**src/rtl/tdm_pkg.sv**
```systemverilog
package tdm_pkg;

    typedef enum logic {
        SLOT_IDLE = 1'b0,
        SLOT_BUSY = 1'b1
    } slot_mode_e;

endpackage

```
**src/rtl/tdm_sclk_edge.sv**
```systemverilog
module tdm_sclk_edge (
    input  logic clk_i,
    input  logic rst_i,
    input  logic sclk_i,
    output logic rise_o,
    output logic fall_o
);
    logic sclk_d, sclk_q;

    always_comb begin
        sclk_d = sclk_i;
    end

    always_ff @(posedge clk_i) begin
        if (rst_i) sclk_q <= 1'b0;
        else       sclk_q <= sclk_d;
    end

    assign rise_o = sclk_i & ~sclk_q;
    assign fall_o = ~sclk_i & sclk_q;
endmodule

```
**src/rtl/tdm_slot_seq.sv**
```systemverilog
module tdm_slot_seq
    import tdm_pkg::*;
#(
    parameter int WIDTH = 16,
    parameter int SLOTS = 6
) (
    input  logic                        clk_i,
    input  logic                        rst_i,
    input  logic                        en_i,
    input  logic                        rise_i,
    input  logic                        start_i,
    input  logic [SLOTS-1:0][WIDTH-1:0] tx_words_i,
    output logic                        busy_o,
    output logic [((SLOTS>1)?$clog2(SLOTS):1)-1:0] slot_o,
    output logic [$clog2(WIDTH)-1:0]    bit_o,
    output logic                        sdo_o,
    output logic                        tso_o
);
    localparam int SW = (SLOTS > 1) ? $clog2(SLOTS) : 1;
    localparam int BW = $clog2(WIDTH);
    localparam logic [SW-1:0] LAST_SLOT = SW'(SLOTS - 1);
    localparam logic [BW-1:0] LAST_BIT  = BW'(WIDTH - 1);

    typedef struct packed {
        slot_mode_e    mode;
        logic [SW-1:0] slot;
        logic [BW-1:0] bitn;
        logic          sdo;
        logic          tso;
    } seq_t;

    seq_t s_d, s_q;
    logic          final_bit;
    logic          idle;
    logic [SW-1:0] nxt_slot;
    logic [BW-1:0] nxt_bit;

    always_comb begin
        s_d       = s_q;
        idle      = (s_q.mode == SLOT_IDLE);
        final_bit = !idle && (s_q.slot == LAST_SLOT) && (s_q.bitn == LAST_BIT);
        if (s_q.bitn == LAST_BIT) begin
            nxt_bit  = '0;
            nxt_slot = s_q.slot + 1'b1;
        end else begin
            nxt_bit  = s_q.bitn + 1'b1;
            nxt_slot = s_q.slot;
        end

        if (!en_i) begin
            s_d.mode = SLOT_IDLE;
            s_d.sdo  = 1'b0;
            s_d.tso  = 1'b0;
        end else if (rise_i) begin
            if ((idle || final_bit) && start_i) begin
                s_d.mode = SLOT_BUSY;
                s_d.slot = '0;
                s_d.bitn = '0;
                s_d.sdo  = tx_words_i[0][WIDTH-1];
                s_d.tso  = 1'b0;
            end else if (idle || final_bit) begin
                s_d.mode = SLOT_IDLE;
                s_d.sdo  = 1'b0;
                s_d.tso  = 1'b0;
            end else begin
                s_d.slot = nxt_slot;
                s_d.bitn = nxt_bit;
                s_d.sdo  = tx_words_i[nxt_slot][LAST_BIT - nxt_bit];
                s_d.tso  = (nxt_slot == LAST_SLOT) && (nxt_bit == LAST_BIT);
            end
        end
    end

    always_ff @(posedge clk_i) begin
        if (rst_i) s_q <= '{mode: SLOT_IDLE, slot: '0, bitn: '0, sdo: 1'b0, tso: 1'b0};
        else       s_q <= s_d;
    end

    assign busy_o = (s_q.mode == SLOT_BUSY);
    assign slot_o = s_q.slot;
    assign bit_o  = s_q.bitn;
    assign sdo_o  = s_q.sdo;
    assign tso_o  = s_q.tso;
endmodule

```
**src/rtl/tdm_rx_capture.sv**
```systemverilog
module tdm_rx_capture #(
    parameter int WIDTH = 16,
    parameter int SLOTS = 6
) (
    input  logic                        clk_i,
    input  logic                        rst_i,
    input  logic                        en_i,
    input  logic                        fall_i,
    input  logic                        busy_i,
    input  logic [((SLOTS>1)?$clog2(SLOTS):1)-1:0] slot_i,
    input  logic [$clog2(WIDTH)-1:0]    bit_i,
    input  logic                        sdi_i,
    output logic [SLOTS-1:0][WIDTH-1:0] words_o,
    output logic                        valid_o
);
    localparam int SW = (SLOTS > 1) ? $clog2(SLOTS) : 1;
    localparam int BW = $clog2(WIDTH);
    localparam logic [SW-1:0] LAST_SLOT = SW'(SLOTS - 1);
    localparam logic [BW-1:0] LAST_BIT  = BW'(WIDTH - 1);

    typedef struct packed {
        logic [SLOTS-1:0][WIDTH-1:0] work;
        logic [SLOTS-1:0][WIDTH-1:0] words;
        logic                        valid;
    } rx_t;

    rx_t r_d, r_q;
    logic [SLOTS-1:0][WIDTH-1:0] fill;

    always_comb begin
        r_d       = r_q;
        r_d.valid = 1'b0;
        fill      = r_q.work;
        if (en_i && fall_i && busy_i) begin
            fill[slot_i][LAST_BIT - bit_i] = sdi_i;
            r_d.work = fill;
            if ((slot_i == LAST_SLOT) && (bit_i == LAST_BIT)) begin
                r_d.words = fill;
                r_d.valid = 1'b1;
            end
        end
    end

    always_ff @(posedge clk_i) begin
        if (rst_i) r_q <= '0;
        else       r_q <= r_d;
    end

    assign words_o = r_q.words;
    assign valid_o = r_q.valid;
endmodule

```
**src/rtl/tdm_chain_port.sv**
```systemverilog
module tdm_chain_port #(
    parameter int WIDTH = 16,
    parameter int SLOTS = 6
) (
    input  logic                        clk_i,
    input  logic                        rst_i,
    input  logic                        sclk_i,
    input  logic                        fsync_i,
    input  logic                        sdi_i,
    output logic                        sdo_o,
    output logic                        sdo_oe_o,
    input  logic                        tsi_i,
    output logic                        tso_o,
    input  logic                        cs_i,
    input  logic                        pdn_i,
    input  logic                        master_i,
    input  logic [SLOTS-1:0][WIDTH-1:0] tx_words_i,
    output logic [SLOTS-1:0][WIDTH-1:0] rx_words_o,
    output logic                        rx_valid_o
);
    localparam int SW = (SLOTS > 1) ? $clog2(SLOTS) : 1;
    localparam int BW = $clog2(WIDTH);

    logic          rise_w, fall_w;
    logic          en_w, start_w, busy_w, tso_w, sdo_w;
    logic [SW-1:0] slot_w;
    logic [BW-1:0] bit_w;

    assign en_w    = cs_i & ~pdn_i;
    assign start_w = master_i ? fsync_i : tsi_i;

    tdm_sclk_edge u_edge (
        .clk_i  (clk_i),
        .rst_i  (rst_i),
        .sclk_i (sclk_i),
        .rise_o (rise_w),
        .fall_o (fall_w)
    );

    tdm_slot_seq #(.WIDTH(WIDTH), .SLOTS(SLOTS)) u_seq (
        .clk_i      (clk_i),
        .rst_i      (rst_i),
        .en_i       (en_w),
        .rise_i     (rise_w),
        .start_i    (start_w),
        .tx_words_i (tx_words_i),
        .busy_o     (busy_w),
        .slot_o     (slot_w),
        .bit_o      (bit_w),
        .sdo_o      (sdo_w),
        .tso_o      (tso_w)
    );

    tdm_rx_capture #(.WIDTH(WIDTH), .SLOTS(SLOTS)) u_rx (
        .clk_i   (clk_i),
        .rst_i   (rst_i),
        .en_i    (en_w),
        .fall_i  (fall_w),
        .busy_i  (busy_w),
        .slot_i  (slot_w),
        .bit_i   (bit_w),
        .sdi_i   (sdi_i),
        .words_o (rx_words_o),
        .valid_o (rx_valid_o)
    );

    assign sdo_o    = sdo_w;
    assign sdo_oe_o = en_w & busy_w;
    assign tso_o    = en_w ? tso_w : tsi_i;
endmodule

```
**config.mk**
```make
export PLATFORM = sky130hd
export DESIGN_NAME = tdm_chain_port
export DESIGN_NICKNAME = d
export VERILOG_FILES = /design/src/rtl/tdm_pkg.sv /design/src/rtl/tdm_sclk_edge.sv /design/src/rtl/tdm_slot_seq.sv /design/src/rtl/tdm_rx_capture.sv /design/src/rtl/tdm_chain_port.sv
export SDC_FILE = /design/constraint.sdc
export NUM_CORES = 1
export LEC_CHECK = 0
export BUFFER_PORTS_ARGS = -buffer_cell sky130_fd_sc_hd__buf_2
export CAP_MARGIN = 30
export CORE_UTILIZATION = 37
export CTS_BUF_LIST = sky130_fd_sc_hd__clkbuf_8 sky130_fd_sc_hd__clkbuf_16
export CTS_CLUSTER_DIAMETER = 120
export CTS_CLUSTER_SIZE = 28
export DETAILED_ROUTE_END_ITERATION = 10
export HOLD_SLACK_MARGIN = 0.15
export PLACE_DENSITY = 0.55
export REMOVE_ABC_BUFFERS = 1
export SLEW_MARGIN = 10
export SYNTH_ARGS = -nofsm -noshare
export SYNTH_HDL_FRONTEND = slang
export SYNTH_HIERARCHICAL = 1
export SYNTH_SLANG_ARGS = --single-unit
```
**constraint.sdc**
```tcl
create_clock -name clk_i -period 4.2 [get_ports clk_i]
set_input_delay 0.63 -clock clk_i [delete_from_list [all_inputs] [get_ports clk_i]]
set_output_delay 0.63 -clock clk_i [all_outputs]
set_load 0.02 [all_outputs]
```
==> results of run 1 <==
## layout by cell type (no fill, tap or decap), types with 3 or more instances in the layout
cell / instances
nand4b_4: 4
mux2_2: 7
inv_1: 5
buf_4: 20
nor3_1: 14
mux2i_1: 127
xnor2_1: 3
nor3b_2: 3
a311oi_1: 4
o21ai_0: 42
a211oi_1: 75
nand3_1: 35
o221ai_1: 5
nand4_1: 4
o211ai_1: 4
dfxtp_2: 4
ha_1: 4
nor2_1: 136
nor4b_4: 4
nand2_1: 86
and3_1: 5
clkbuf_16: 11
o2bb2ai_1: 95
and4bb_2: 6
mux4_2: 7
dfxtp_1: 198
or3b_1: 3
a22oi_1: 3
buf_2: 202
nor2b_1: 8
nand3b_1: 6
a21oi_1: 33
a311o_1: 3
## kinds of logic after synthesis
group	Yosys count	share of synthesized area, %
and+or+nand+nor	336	16.0
AOI/OAI and AO/OA	286	19.5
buffers and inverters	214	12.1
DFF	203	37.3
muxes	143	14.1
xor gates and xnor gates	5	0.403
adders and majority gates	4	0.460
## layer usage
layer  share of wire [%]  GRT usage [%]
met2                  45           29.7
met3                 5.8           2.30
met4                 1.4           3.58
met1                  48           26.6
met5                   0              0
## metrics by stage
| stage | area (um2) | power [mW] | instances |
|---|---|---|---|
| after floorplan | 9580 | 2.03 | 981 |
| after global placement | 11200 | 2.14 | 1586 |
| after detailed placement | 11300 | 2.14 | 1589 |
| after CTS | 11600 | 3.29 | 1602 |
| after global routing | 11600 | 3.37 | 1603 |
| final | 11600 | 3.24 | 1603 |
## worst paths after layout
kind | startpoint | to | slack (ps)
max | u_seq/bit_o[0]$_SDFFE_PP0P_ | u_seq/sdo_o$_SDFFE_PP0P_ | 1130
min | sclk_i | u_edge/sclk_q$_SDFF_PP0_ | 410
min reg2reg | u_rx/words_o[79]$_SDFFE_PP0P_ | u_rx/words_o[79]$_SDFFE_PP0P_ | 460
max reg2reg | u_seq/bit_o[0]$_SDFFE_PP0P_ | u_seq/sdo_o$_SDFFE_PP0P_ | 1130
## critical path: cells and delay by family (launching register included)
family                     cells  cell delay [ps]
muxes                          1              570
adders and majority gates      1              410
and+or+nand+nor                2              790
DFF                            1              580
AOI/OAI and AO/OA              4              650
## state kept, by name, summed over array words and instances, names as in the netlist
signal / count
u_seq/bit_o: 4
u_rx/valid_o: 1
u_rx/r_q: 95
u_seq/slot_o: 3
u_rx/words_o: 96
u_seq/tso_o: 1
u_seq/sdo_o: 1
u_edge/sclk_q: 1
u_seq/busy_o: 1
## power by group through the flow
stage                     clock network [mW]  registers [mW]  logic (mW)
after detailed placement                   0            1.97       0.172
after global routing                    1.26            1.93       0.186
final                                   1.14            1.93       0.172
after global placement                     0            1.97       0.169
after CTS                               1.19            1.93       0.173
after floorplan                            0            1.97      0.0538
## layout make-up
cell class	count	share of cell area (%)
clock buffer	11	2.37
clock inverter	2	0.291
inverter	4	0.129
multi-input combinational	774	47.5
sequential	203	35.0
tap	384	4.13
timing repair buffer	225	10.5
==> results.py, run 1 <==
metrics = {
    "critical_path": {
        "critPathKind": "reg -> reg",
        "critPathMaxFanout": 23,
        "cp-start-kind": "flop",
        "required_ps": 4600,
        "slowest_stage": "and3_1",
        "slowest_delay_ps": 690,
        "arrival_ps": 3470,
        "r2r_cells": 8,
        "crit_chain": "ha_1 > and3_1 > mux2i_2 > o221ai_1 > o311a_1 > a31oi_1 > nand4_1 > o211ai_1",
        "end_kind": "flop",
    },
    "grt": {
        "grt_max_degree": 76,
        "grt-ovfl-total": 0,
        "grt_usage_pct": 18.5,
        "grt_pass1_wl_mm": 45.6,
        "first_global_vias": 8007,
        "antenna_found_initial": 0,
    },
    "drt": {
        "ant_nets": 0,
        "first_pass_iters": 5,
        "wl_mm": 28.9,
        "drt_iter0_drc": 558,
        "vias_per_cell": 5.37,
        "vias": 8604,
        "drc_errors": 0,
        "wl_per_cell_um": 18.1,
    },
    "die": {
        "dieArea_mm2": 0.0301,
        "die_w_um": 173,
        "initial_core_util_pct": 37.8,
        "die_h_um": 173,
        "core_area_mm2": 0.0288,
        "rows": 62,
        "ios": 205,
    },
    "layout": {
        "nets": 1328,
        "syn_to_final_growth_pct": 6.82,
        "multi_input_area_mm2": 0.00553,
        "fill_cells": 2877,
        "drive_gt1_share_pct": 23.7,
        "area.sequential_mm2": 0.00407,
        "post-route-util_pct": 40.4,
        "antenna_cells_inserted": 0,
    },
    "synthesis": {
        "synth_ff_type": "dfxtp_1",
        "synth_cells": 1191,
        "netlist.area_leader.share_pct": 37.3,
        "syn_area_mm2": 0.0109,
        "synth_edf_count": 0,
        "synth_cell_types": 71,
        "synth_top_area_cell": "dfxtp_1",
        "syn-mean-instance-area_um2": 9.14,
        "ys_warn_count": 6,
        "ys_seq_area_share_pct": 37.3,
        "ys_ff_latch": 203,
        "synth_most_common_cell": "dfxtp_1",
        "synth_commonest_cells": "dfxtp_1 (203), nor2_1 (136), mux2i_1 (127)",
        "synth_area_leaders": "dfxtp_1 (37%), mux2i_1 (12%), o2bb2ai_1 (7.6%)",
        "async_flop_share_pct": 0,
    },
    "cts": {
        "ctsHoldBuffers": 0,
        "clk_latency_ps": 470,
        "cts_buffers": 11,
        "cts_sinks": 203,
        "cts_setup_buffers": 0,
        "htree_num_levels": 1,
        "clockBufferDepth": 3,
        "root_buffer": "clkbuf_16",
        "cts_resized": 0,
        "clk_pin_slew_ps": 110,
        "tritoncts": "yes",
    },
    "run": {
        "maxCapViolations": 0,
    },
    "power_and_ir_drop": {
        "p_int_mw": 2.49,
        "seqPwrFrac_pct": 59.5,
        "irDropWorstVdd_v": 0.000222,
        "power_frac_clock_pct": 35.2,
        "p_leak_nw": 4.70,
        "power_density_mw_per_mm2": 279,
        "combPwrFrac_pct": 5.3,
        "switching_share_pct": 23.2,
        "switching_power_uw": 750,
    },
    "placed_design": {
        "io_buffers": 204,
        "hpwl_mm": 19.3,
        "gp_congestion": 0.851,
        "place_ws_ps": 1170,
    },
    "timing": {
        "final_max_slew_viol_count": 0,
        "skew_ps": 26.8,
        "worst_pin_slew_ps": 859,
        "grt_setup_unrepaired": "no",
        "hold_slack_ps": 415,
        "fmax_mhz": 325,
        "fin_setup_tns_ps": 0,
        "maxSlewHeadroom_pct": 42.4,
        "worst_slack_ps": 1130,
        "final-hold-violation-count": 0,
        "fin_crit_ps": 3070,
        "min_period_over_period_pct": 73.2,
        "setup_viol": 0,
    },
    "hold_path": {
        "hold_class": "in -> reg",
        "worstHoldPathCells": 2,
    },
    "run_status": {
        "status": "complete, no violations",
    },
}
No activity file was read; power rests on OpenSTA's default activity.
==> run 2, diff against run 1 <==
- clock period: 4.2 -> 3.11 ns (I/O delays scaled with it)
==> results.py, run 2 (synthesis results as in run 1) <==
metrics = {
    "run_status": {
        "status": "complete, no violations",
    },
    "grt": {
        "grt-busiest-layer": "met2",
        "gr-usage-met3_pct": 2.37,
        "use_met2_pct": 30.1,
        "first_global_vias": 8348,
        "grt_usage_pct": 18.7,
        "grt-ovfl-total": 0,
        "grt_max_degree": 64,
        "grt_pass1_wl_mm": 46.2,
        "antenna_found_initial": 0,
        "use_met1_pct": 26.5,
    },
    "critical_path": {
        "crit_top_cell": "buf_4",
        "end_kind": "flop",
        "r2r_start": "u_seq/bit_o[0]$_SDFFE_PP0P_",
        "slowest_delay_ps": 500,
        "r2r_cells": 8,
        "crit_chain": "ha_1 > buf_4 > nand3_2 > buf_4 > o21a_1 > o211ai_1 > a21oi_1 > a211oi_1",
        "r2r_setup_slack_ps": 560,
        "r2r-end": "u_seq/slot_o[0]$_SDFFE_PP0P_",
        "cp-start-kind": "flop",
        "critPathMaxFanout": 19,
        "required_ps": 3520,
        "critPathKind": "reg -> reg",
        "slowest_stage": "o211ai_1",
        "arrival_ps": 2960,
    },
    "die": {
        "core_area_mm2": 0.0288,
        "initial_core_util_pct": 37.8,
        "ios": 205,
        "dieArea_mm2": 0.0301,
        "rows": 62,
        "die_w_um": 173,
        "die_h_um": 173,
    },
    "cts": {
        "clockBufferDepth": 3,
        "cts_sinks": 203,
        "htree_num_levels": 1,
        "cts_setup_buffers": 0,
        "root_buffer": "clkbuf_16",
        "ctsHoldBuffers": 0,
        "clk_latency_ps": 480,
        "cts_resized": 0,
        "tritoncts": "yes",
        "clk_pin_slew_ps": 120,
        "cts_buffers": 11,
    },
    "timing": {
        "maxSlewHeadroom_pct": 42.2,
        "final_max_slew_viol_count": 0,
        "worst_pin_slew_ps": 859,
        "final-hold-violation-count": 0,
        "setup_viol": 0,
        "grt_setup_unrepaired": "no",
        "fin_crit_ps": 2550,
        "fin_setup_tns_ps": 0,
        "skew_ps": 39.7,
        "min_period_over_period_pct": 82.1,
        "fmax_mhz": 391,
    },
    "layout": {
        "largest_reg_flops": 96,
        "final_common_cell": "buf_2",
        "nets": 1345,
        "antenna_cells_inserted": 0,
        "final_cell_mix": "buf_2 (202), dfxtp_1 (198), nor2_1 (136)",
        "syn_to_final_growth_pct": 8.19,
        "multi_input_area_mm2": 0.00553,
        "fill_cells": 2907,
        "drive_gt1_share_pct": 24.8,
        "area.sequential_mm2": 0.00407,
        "post-route-util_pct": 40.9,
    },
    "hold_path": {
        "holdPathEnd": "u_edge/sclk_q$_SDFF_PP0_",
        "hold_class": "in -> reg",
        "worstHoldPathCells": 2,
        "min-delay-start": "sclk_i",
    },
    "power_and_ir_drop": {
        "p_leak_nw": 4.80,
        "power_density_mw_per_mm2": 372,
        "irDropWorstVdd_v": 0.000278,
        "totalPowerFinal_mw": 4.38,
    },
    "drt": {
        "wl_mm": 28.9,
        "vias": 8610,
        "drt_iter0_drc": 550,
        "drc_errors": 0,
        "wl_per_cell_um": 17.8,
        "ant_nets": 0,
        "first_pass_iters": 5,
        "vias_per_cell": 5.31,
    },
    "placed_design": {
        "hpwl_mm": 19.6,
        "io_buffers": 204,
        "gp_congestion": 0.857,
    },
    "run": {
        "maxCapViolations": 0,
    },
}
-- run 2: metrics by stage --
step,setup slack (ps),cell area [um2],hold WS (ps),cells
after floorplan,-1280,9580,447,981
after global placement,567,11400,440,1605
final,556,11800,226,1620
after CTS,582,11800,210,1619
after global routing,346,11800,226,1620
after detailed placement,529,11400,441,1606
-- run 2: routing by layer --
metal | vias up | wire length [um]
met3 | 29 | 1450
met2 | 248 | 12800
met1 | 4034 | 14100
met5 | - | 0
met4 | 0 | 492
li1 | 4299 | -
-- run 2: critical path, delay by kind of cell, from the launching register on --
kind | cells | cell delay, ps
buffers and inverters | 2 | 450
flip-flops | 1 | 480
AND/OR/NAND/NOR | 1 | 300
AO/OA/AOI/OAI | 4 | 1050
adder cells (fa/ha/maj) | 1 | 190
-- run 2: cell type report --
class	instances	area share [%]
multi-input combinational	774	46.9
sequential	203	34.6
timing repair buffer	242	11.6
tap	384	4.08
clock buffer	11	2.34
clock inverter	2	0.287
inverter	4	0.128
-- run 2: how the worst max path moves through the flow --
stage                                     start                       endpoint  cells after the start  slack, ps
global route        u_seq/bit_o[0]$_SDFFE_PP0P_   u_seq/slot_o[0]$_SDFFE_PP0P_                      8        350
global placement                           cs_i  u_rx/words_o[80]$_SDFFE_PP0P_                      7        570
detailed placement                         cs_i  u_rx/words_o[86]$_SDFFE_PP0P_                      7        530
floorplan                                  cs_i     u_rx/r_q[101]$_SDFFE_PP0N_                      5      -1280
finish              u_seq/bit_o[0]$_SDFFE_PP0P_   u_seq/slot_o[0]$_SDFFE_PP0P_                      8        560
CTS                 u_seq/bit_o[0]$_SDFFE_PP0P_   u_seq/slot_o[0]$_SDFFE_PP0P_                      8        580
-- run 2: where the power goes --
part,total (mW),switching [mW],internal (mW)
Sequential,2.60,0.00201,2.60
Clock,1.54,0.880,0.663
Combinational,0.240,0.137,0.102
Total,4.38,1.02,3.37
